File: src/rtl/pwm_grp_pkg.sv
package pwm_grp_pkg;
  typedef enum logic [2:0] {
    GS_IDLE  = 3'd0,
    GS_START = 3'd1,
    GS_RUN   = 3'd2,
    GS_DRAIN = 3'd3,
    GS_HOLD  = 3'd4,
    GS_DONE  = 3'd5
  } grp_state_e;

  function automatic logic is_generating(grp_state_e s);
    return (s == GS_RUN) || (s == GS_DRAIN);
  endfunction
endpackage

File: src/rtl/pwm_grp_round.sv
module pwm_grp_round #(
  parameter int RND_W = 8
) (
  input  logic             clk,
  input  logic             rst_n,
  input  logic             cnt_clr,
  input  logic             cnt_en,
  input  logic [RND_W-1:0] round_num,
  output logic             round_hit
);
  logic [RND_W-1:0] cnt_q, cnt_d;
  logic             limit_on;

  assign limit_on  = (round_num != '0);
  assign round_hit = cnt_en && limit_on && (cnt_q == round_num - RND_W'(1));

  always_comb begin
    cnt_d = cnt_q;
    if (cnt_clr)     cnt_d = '0;
    else if (cnt_en) cnt_d = cnt_q + RND_W'(1);
  end

  always_ff @(posedge clk or negedge rst_n) begin
    if (!rst_n)                cnt_q <= '0;
    else if (cnt_clr || cnt_en) cnt_q <= cnt_d;
  end

  // the counter never wraps past a nonzero limit without a hit
  p_round_hit_r7: assert property (@(posedge clk) disable iff (!rst_n)
    (cnt_en && !cnt_clr && limit_on && cnt_q == round_num - RND_W'(1)) |-> round_hit);
endmodule

File: src/rtl/pwm_grp_commit.sv
module pwm_grp_commit (
  input  logic clk,
  input  logic rst_n,
  input  logic upd_req,
  input  logic generating,
  input  logic lead_end,
  output logic commit
);
  logic pend_q, pend_d;

  assign commit = pend_q && (!generating || lead_end);

  always_comb begin
    pend_d = pend_q;
    if (commit)  pend_d = 1'b0;
    if (upd_req) pend_d = 1'b1;
  end

  always_ff @(posedge clk or negedge rst_n) begin
    if (!rst_n) pend_q <= 1'b0;
    else        pend_q <= pend_d;
  end

  // one request gives one strobe
  p_commit_once_r9: assert property (@(posedge clk) disable iff (!rst_n)
    (commit && !upd_req) |=> !commit);
  // no strobe mid-period while generating
  p_commit_aligned_r9: assert property (@(posedge clk) disable iff (!rst_n)
    (commit && generating) |-> lead_end);
endmodule

File: src/rtl/pwm_grp_seq.sv
module pwm_grp_seq
  import pwm_grp_pkg::*;
#(
  parameter int NUM_CH = 4
) (
  input  logic              clk,
  input  logic              rst_n,
  input  logic              grp_en,
  input  logic              hold_req,
  input  logic              stop_req,
  input  logic [NUM_CH-1:0] period_end,
  input  logic              round_hit,
  output grp_state_e        state_o,
  output logic [NUM_CH-1:0] ch_run,
  output logic [NUM_CH-1:0] ch_freeze,
  output logic [NUM_CH-1:0] ch_restart,
  output logic              cnt_en,
  output logic              cnt_clr,
  output logic              hold_entry
);
  localparam logic [NUM_CH-1:0] ALL_CH = {NUM_CH{1'b1}};
  localparam int                LEAD   = 0;

  grp_state_e        state_q, state_d;
  logic [NUM_CH-1:0] park_q, park_d;
  logic              gen, live;

  assign gen     = is_generating(state_q);
  assign live    = gen && !stop_req;
  assign cnt_en  = live && period_end[LEAD];
  assign cnt_clr = (state_q == GS_START);
  assign state_o = state_q;

  always_comb begin
    state_d    = state_q;
    park_d     = park_q;
    hold_entry = 1'b0;
    unique case (state_q)
      GS_IDLE:  state_d = GS_START;
      GS_START: begin
        state_d = GS_RUN;
        park_d  = '0;
      end
      GS_RUN: if (!stop_req) begin
        if (round_hit) state_d = GS_DONE;
        else if (hold_req) begin
          state_d = GS_DRAIN;
          park_d  = period_end;
        end
      end
      GS_DRAIN: if (!stop_req) begin
        if (round_hit) state_d = GS_DONE;
        else begin
          park_d = park_q | period_end;
          if ((park_q | period_end) == ALL_CH) begin
            state_d    = GS_HOLD;
            hold_entry = grp_en;
          end
        end
      end
      GS_HOLD:  if (!hold_req && !stop_req) state_d = GS_START;
      GS_DONE:  state_d = GS_DONE;
      default:  state_d = GS_IDLE;
    endcase
    if (!grp_en) begin
      state_d    = GS_IDLE;
      hold_entry = 1'b0;
    end
  end

  always_ff @(posedge clk or negedge rst_n) begin
    if (!rst_n) begin
      state_q <= GS_IDLE;
      park_q  <= '0;
    end else begin
      state_q <= state_d;
      park_q  <= park_d;
    end
  end

  always_comb begin
    ch_run     = '0;
    ch_freeze  = '0;
    ch_restart = (state_q == GS_START) ? ALL_CH : '0;
    if (gen && stop_req)        ch_freeze = ALL_CH;
    else if (state_q == GS_RUN)   ch_run = ALL_CH;
    else if (state_q == GS_DRAIN) ch_run = ~park_q;
  end

  // a channel is never both counting and frozen
  p_run_frz_excl_r5: assert property (@(posedge clk) disable iff (!rst_n)
    (ch_run & ch_freeze) == '0);
  // restart is followed by synchronous generation
  p_start_to_run_r2: assert property (@(posedge clk) disable iff (!rst_n)
    (state_q == GS_START && grp_en) |=> (state_q == GS_RUN));
  // stop blocks the move into drain
  p_stop_beats_hold_r6: assert property (@(posedge clk) disable iff (!rst_n)
    (state_q == GS_RUN && stop_req) |=> (state_q == GS_RUN || state_q == GS_IDLE));
  // disabling the group always lands in idle
  p_disable_idle_r11: assert property (@(posedge clk) disable iff (!rst_n)
    !grp_en |=> (state_q == GS_IDLE));
endmodule

File: src/rtl/pwm_grp_ctrl.sv
module pwm_grp_ctrl
  import pwm_grp_pkg::*;
#(
  parameter int NUM_CH = 4,
  parameter int RND_W  = 8
) (
  input  logic              clk,
  input  logic              rst_n,
  input  logic              grp_en,
  input  logic              hold_req,
  input  logic              stop_req,
  input  logic              idle_level,
  input  logic [RND_W-1:0]  round_num,
  input  logic              upd_req,
  input  logic              irq_clr,
  input  logic [NUM_CH-1:0] period_end,
  output logic [NUM_CH-1:0] ch_run,
  output logic [NUM_CH-1:0] ch_freeze,
  output logic [NUM_CH-1:0] ch_restart,
  output logic              idle_ovr,
  output logic              idle_lvl,
  output logic              commit,
  output logic              irq
);
  grp_state_e state;
  logic       cnt_en, cnt_clr, round_hit, hold_entry;
  logic       irq_q, irq_d;

  pwm_grp_seq #(.NUM_CH(NUM_CH)) u_seq (
    .clk(clk), .rst_n(rst_n), .grp_en(grp_en), .hold_req(hold_req),
    .stop_req(stop_req), .period_end(period_end), .round_hit(round_hit),
    .state_o(state), .ch_run(ch_run), .ch_freeze(ch_freeze),
    .ch_restart(ch_restart), .cnt_en(cnt_en), .cnt_clr(cnt_clr),
    .hold_entry(hold_entry)
  );

  pwm_grp_round #(.RND_W(RND_W)) u_round (
    .clk(clk), .rst_n(rst_n), .cnt_clr(cnt_clr), .cnt_en(cnt_en),
    .round_num(round_num), .round_hit(round_hit)
  );

  pwm_grp_commit u_commit (
    .clk(clk), .rst_n(rst_n), .upd_req(upd_req),
    .generating(is_generating(state)), .lead_end(period_end[0]),
    .commit(commit)
  );

  assign idle_ovr = (state == GS_HOLD);
  assign idle_lvl = idle_ovr && idle_level;

  always_comb begin
    irq_d = irq_q;
    if (irq_clr)    irq_d = 1'b0;
    if (hold_entry) irq_d = 1'b1;
  end

  always_ff @(posedge clk or negedge rst_n) begin
    if (!rst_n) irq_q <= 1'b0;
    else        irq_q <= irq_d;
  end
  assign irq = irq_q;

  // the flag only drops on an explicit clear
  p_irq_sticky_r10: assert property (@(posedge clk) disable iff (!rst_n)
    (irq && !irq_clr) |=> irq);
  // no member counts while the idle level is forced
  p_hold_quiet_r3: assert property (@(posedge clk) disable iff (!rst_n)
    idle_ovr |-> (ch_run == '0 && ch_freeze == '0));
  // the finished state drives nothing
  p_done_quiet_r7: assert property (@(posedge clk) disable iff (!rst_n)
    (state == GS_DONE) |-> (ch_run == '0 && ch_freeze == '0));
endmodule

File: config.mk
export PLATFORM = sky130hd
export DESIGN_NAME = pwm_grp_ctrl
export DESIGN_NICKNAME = d
export VERILOG_FILES = /design/src/rtl/pwm_grp_pkg.sv /design/src/rtl/pwm_grp_round.sv /design/src/rtl/pwm_grp_commit.sv /design/src/rtl/pwm_grp_seq.sv /design/src/rtl/pwm_grp_ctrl.sv
export SDC_FILE = /design/constraint.sdc
export NUM_CORES = 1
export LEC_CHECK = 0
export BUFFER_PORTS_ARGS = -buffer_cell sky130_fd_sc_hd__buf_2
export CORE_MARGIN = 2
export CORE_UTILIZATION = 30
export DETAILED_ROUTE_END_ITERATION = 7
export MAX_ROUTING_LAYER = met4
export PLACE_DENSITY_LB_ADDON = 0.3
export SYNTH_ARGS = -nofsm -noshare
export SYNTH_HDL_FRONTEND = slang
export SYNTH_SLANG_ARGS = --single-unit
File: constraint.sdc
create_clock -name clk -period 3 [get_ports clk]
set_input_delay 0.15 -clock clk [delete_from_list [all_inputs] [get_ports clk]]
set_output_delay 0.15 -clock clk [all_outputs]
set_load 0.05 [all_outputs]
==> results.yml <==
worst_hold_path:
  min_from: "upd_req"
  whs_path_depth: 2
  hold_path_class: "in2reg"
  min_to: "u_commit.pend_q"
clock_network:
  post_cts_buffers: 0
  clockBufferDepth: 2
  cts_root_buffer: "clkbuf_8"
  clock-sinks: 17
  h-tree-depth: 1
  cts_tree: "built"
  clkTransAtPathRegs_ns: 0.07
  insertion_delay_ns: 0.25
  cts_made_buffers: 3
cells_and_area:
  diodes: 0
  syn2layout_area_growth_pct: 18.0
  stdcell_area_mm2: 0.00151
  final_util_pct: 37.3
  layout.nets: 199
  drive_above_1_share_pct: 28.4
synth:
  yosysWarnings: 0
  ys_dominant_reg_cell: "dfrtp_1"
  postSynthCellCount: 147
  syn_avg_cell_area_um2: 8.72
  synth_area_mm2: 0.00128
  ys_async_sr_fraction_pct: 100
  syn_nets: 169
  synth.top_cell.area_share_pct: 33.2
  ys_top_cells_by_count: "18 x nor2_1, 17 x dfrtp_1, 10 x a21oi_1, 10 x xnor2_1, 9 x inv_1"
  synth_edf_count: 0
  synth.area.top_cells: "dfrtp_1 33%, xnor2_1 6.8%, nor2_1 5.3%, buf_4 4.1%, a21oi_1 3.9%"
  synth-seq-area-share_pct: 33.2
  synth_seq_cells: 17
  synth_cell_type_count: 43
  yosysMostFrequentCell: "nor2_1"
  synth.largest_area_cell: "dfrtp_1"
drt:
  vias: 1123
  drtIter0Drc: 32
  drt_pass1_iterations: 4
  drc: 0
  via_per_inst: 4.97
  drt-wirelength-per-cell_um: 11.9
  wl_um: 2680
  detail-route-antenna-nets: 0
sta:
  finalHoldViolCount: 0
  tns_ns: 0
  period_minus_slack_ns: 2.21
  finalSetupViolCount: 0
  slew_viol_final: 0
  skew_ns: 0.00244
  timing.final.crit_share_pct: 73.6
  whs_ns: 0.0757
  max_slew_margin_pct: 64.8
  worst-slew-pin-transition_ns: 0.526
  rsz0062_at_grt: "false"
  max_freq_mhz: 453
setup_path:
  worstSetupPathType: "reg2reg"
  worst_r2r_path_depth: 6
  slowest_stage: "dfrtp_1"
  r2r_slack_ns: 0.79
  regToRegStartpoint: "u_seq.state_o[1]"
  critPathLaunchType: "flop"
  critical_path.cell_chain: "nand4bb_1, nor3_1, o221ai_1, nor4_4, a211oi_2, a22o_1"
  slowest_delay_ns: 0.56
  critPathArrivalTime_ns: 2.35
  crit_required_ns: 3.14
  path_max_fanout: 12
  rr_endpoint: "u_seq.park_q[3]"
  end_kind: "flop"
global_route:
  antenna_found_initial: 0
  overflow: 0
  grtUsageTotal_pct: 12.0
  grt_start_max_net_pins: 18
  grt_pass1_vias: 1067
  grt_pass1_wl_um: 4760
flow_run:
  max-cap-violations: 0
floorplan:
  die-width_um: 69.4
  die_area_mm2: 0.00481
  rows: 23
  die_h_um: 69.4
  io-pin-count: 36
  coreArea_mm2: 0.00406
  initial_core_util_pct: 31.6
place:
  placed_area_mm2: 0.00146
  numPortBuffers: 35
  routabilityCongestion: 0.818
  hpwl_um: 2100
pwr:
  p_leak_nw: 0.740
  max-vdd-ir-drop_mv: 0.367
  p_per_area_mw_per_mm2: 772
  total_power_w: 0.00117
run_status:
  outcome: "complete, no violations"
==> metal layers <==
metal | vias to the layer above | share of wire [%] | global-route usage (%)
li1 | 576 | - | -
met1 | 511 | 51 | 17.6
met2 | 36 | 43 | 17.3
met3 | 0 | 5.9 | 2.03
met4 | 0 | 0 | 2.61
met5 | - | 0 | -
==> worst max-delay path, delay by kind of cell, from the launching register on <==
family | cells | cell delay [ns]
compound gates | 3 | 0.54
simple gates | 3 | 1.00
flops | 1 | 0.56
==> final cells by class <==
type | count | area [µm²]
Clock buffer | 3 | 41.3
Clock inverter | 1 | 5.00
Fill cell | 419 | 2540
Inverter | 9 | 33.8
Multi-Input combinational cell | 109 | 752
Sequential cell | 17 | 425
Tap cell | 50 | 62.6
Timing Repair Buffer | 37 | 193
==> kinds of logic (layout without fill, tap and decap cells) <==
family	after synthesis	after routing	share of synthesized area, %
fa+ha+maj	2	2	1.95
buf+inv	21	50	8.20
compound gates	35	35	18.8
xor+xnor	12	12	8.20
flops	17	17	33.2
simple gates	58	58	28.1
mux	2	2	1.56
==> registers in the layout (all words and copies together) (netlist names) <==
name / cells
irq: 1
u_commit.pend_q: 1
u_round.cnt_q: 8
u_seq.park_q: 4
u_seq.state_o: 3
==> placed cells by master, fill, tap and decap left out, types with 3 or more instances in the layout <==
master	synthesis	routed
o211ai_1	3	3
clkbuf_8	0	3
o21ai_0	5	5
o22ai_1	3	3
buf_2	0	35
dfrtp_1	17	17
nor2_1	18	18
a22o_1	4	4
nor3_1	3	3
nand2_1	4	4
and3_1	6	6
nand2b_1	4	4
a21oi_1	10	10
xnor2_1	10	10
nand3_1	5	5
inv_1	9	9
==> repair_timing <==
| action | CTS | global route |
|---|---|---|
| hold buffers | 1 | 0 |
| gates resized for setup | 0 | 0 |
| hold endpoints to repair | 17 | 0 |
==> report_power, final <==
group	internal [W]	leakage, nW	switching (W)	total [W]
clock network	0.0000921	0.0255	0.0000802	0.000172
logic	0.000184	0.484	0.000449	0.000633
registers	0.000284	0.230	0.0000791	0.000363
total	0.000561	0.740	0.000608	0.00117
==> per-stage QoR <==
step / cells / setup WS, ns
2_1_floorplan: 147 / 0.889
3_3_place_gp: 221 / 0.727
3_5_place_dp: 221 / 0.710
4_1_cts: 226 / 0.786
5_1_grt: 226 / 0.530
6_report: 226 / 0.793
==> how the worst max path moves through the flow <==
stage | slack (ns) | start | to | cells after the start
2_1_floorplan | 0.89 | u_seq.state_o[2] | u_seq.state_o[2] | 6
3_3_place_gp | 0.73 | round_num[0] | u_seq.park_q[2] | 9
3_5_place_dp | 0.71 | round_num[0] | u_seq.park_q[2] | 9
4_1_cts | 0.79 | u_seq.state_o[1] | u_seq.park_q[3] | 6
5_1_grt | 0.53 | u_seq.state_o[1] | u_seq.park_q[0] | 6
6_report | 0.79 | u_seq.state_o[1] | u_seq.park_q[3] | 6
Power figures use the tool's default switching activity.
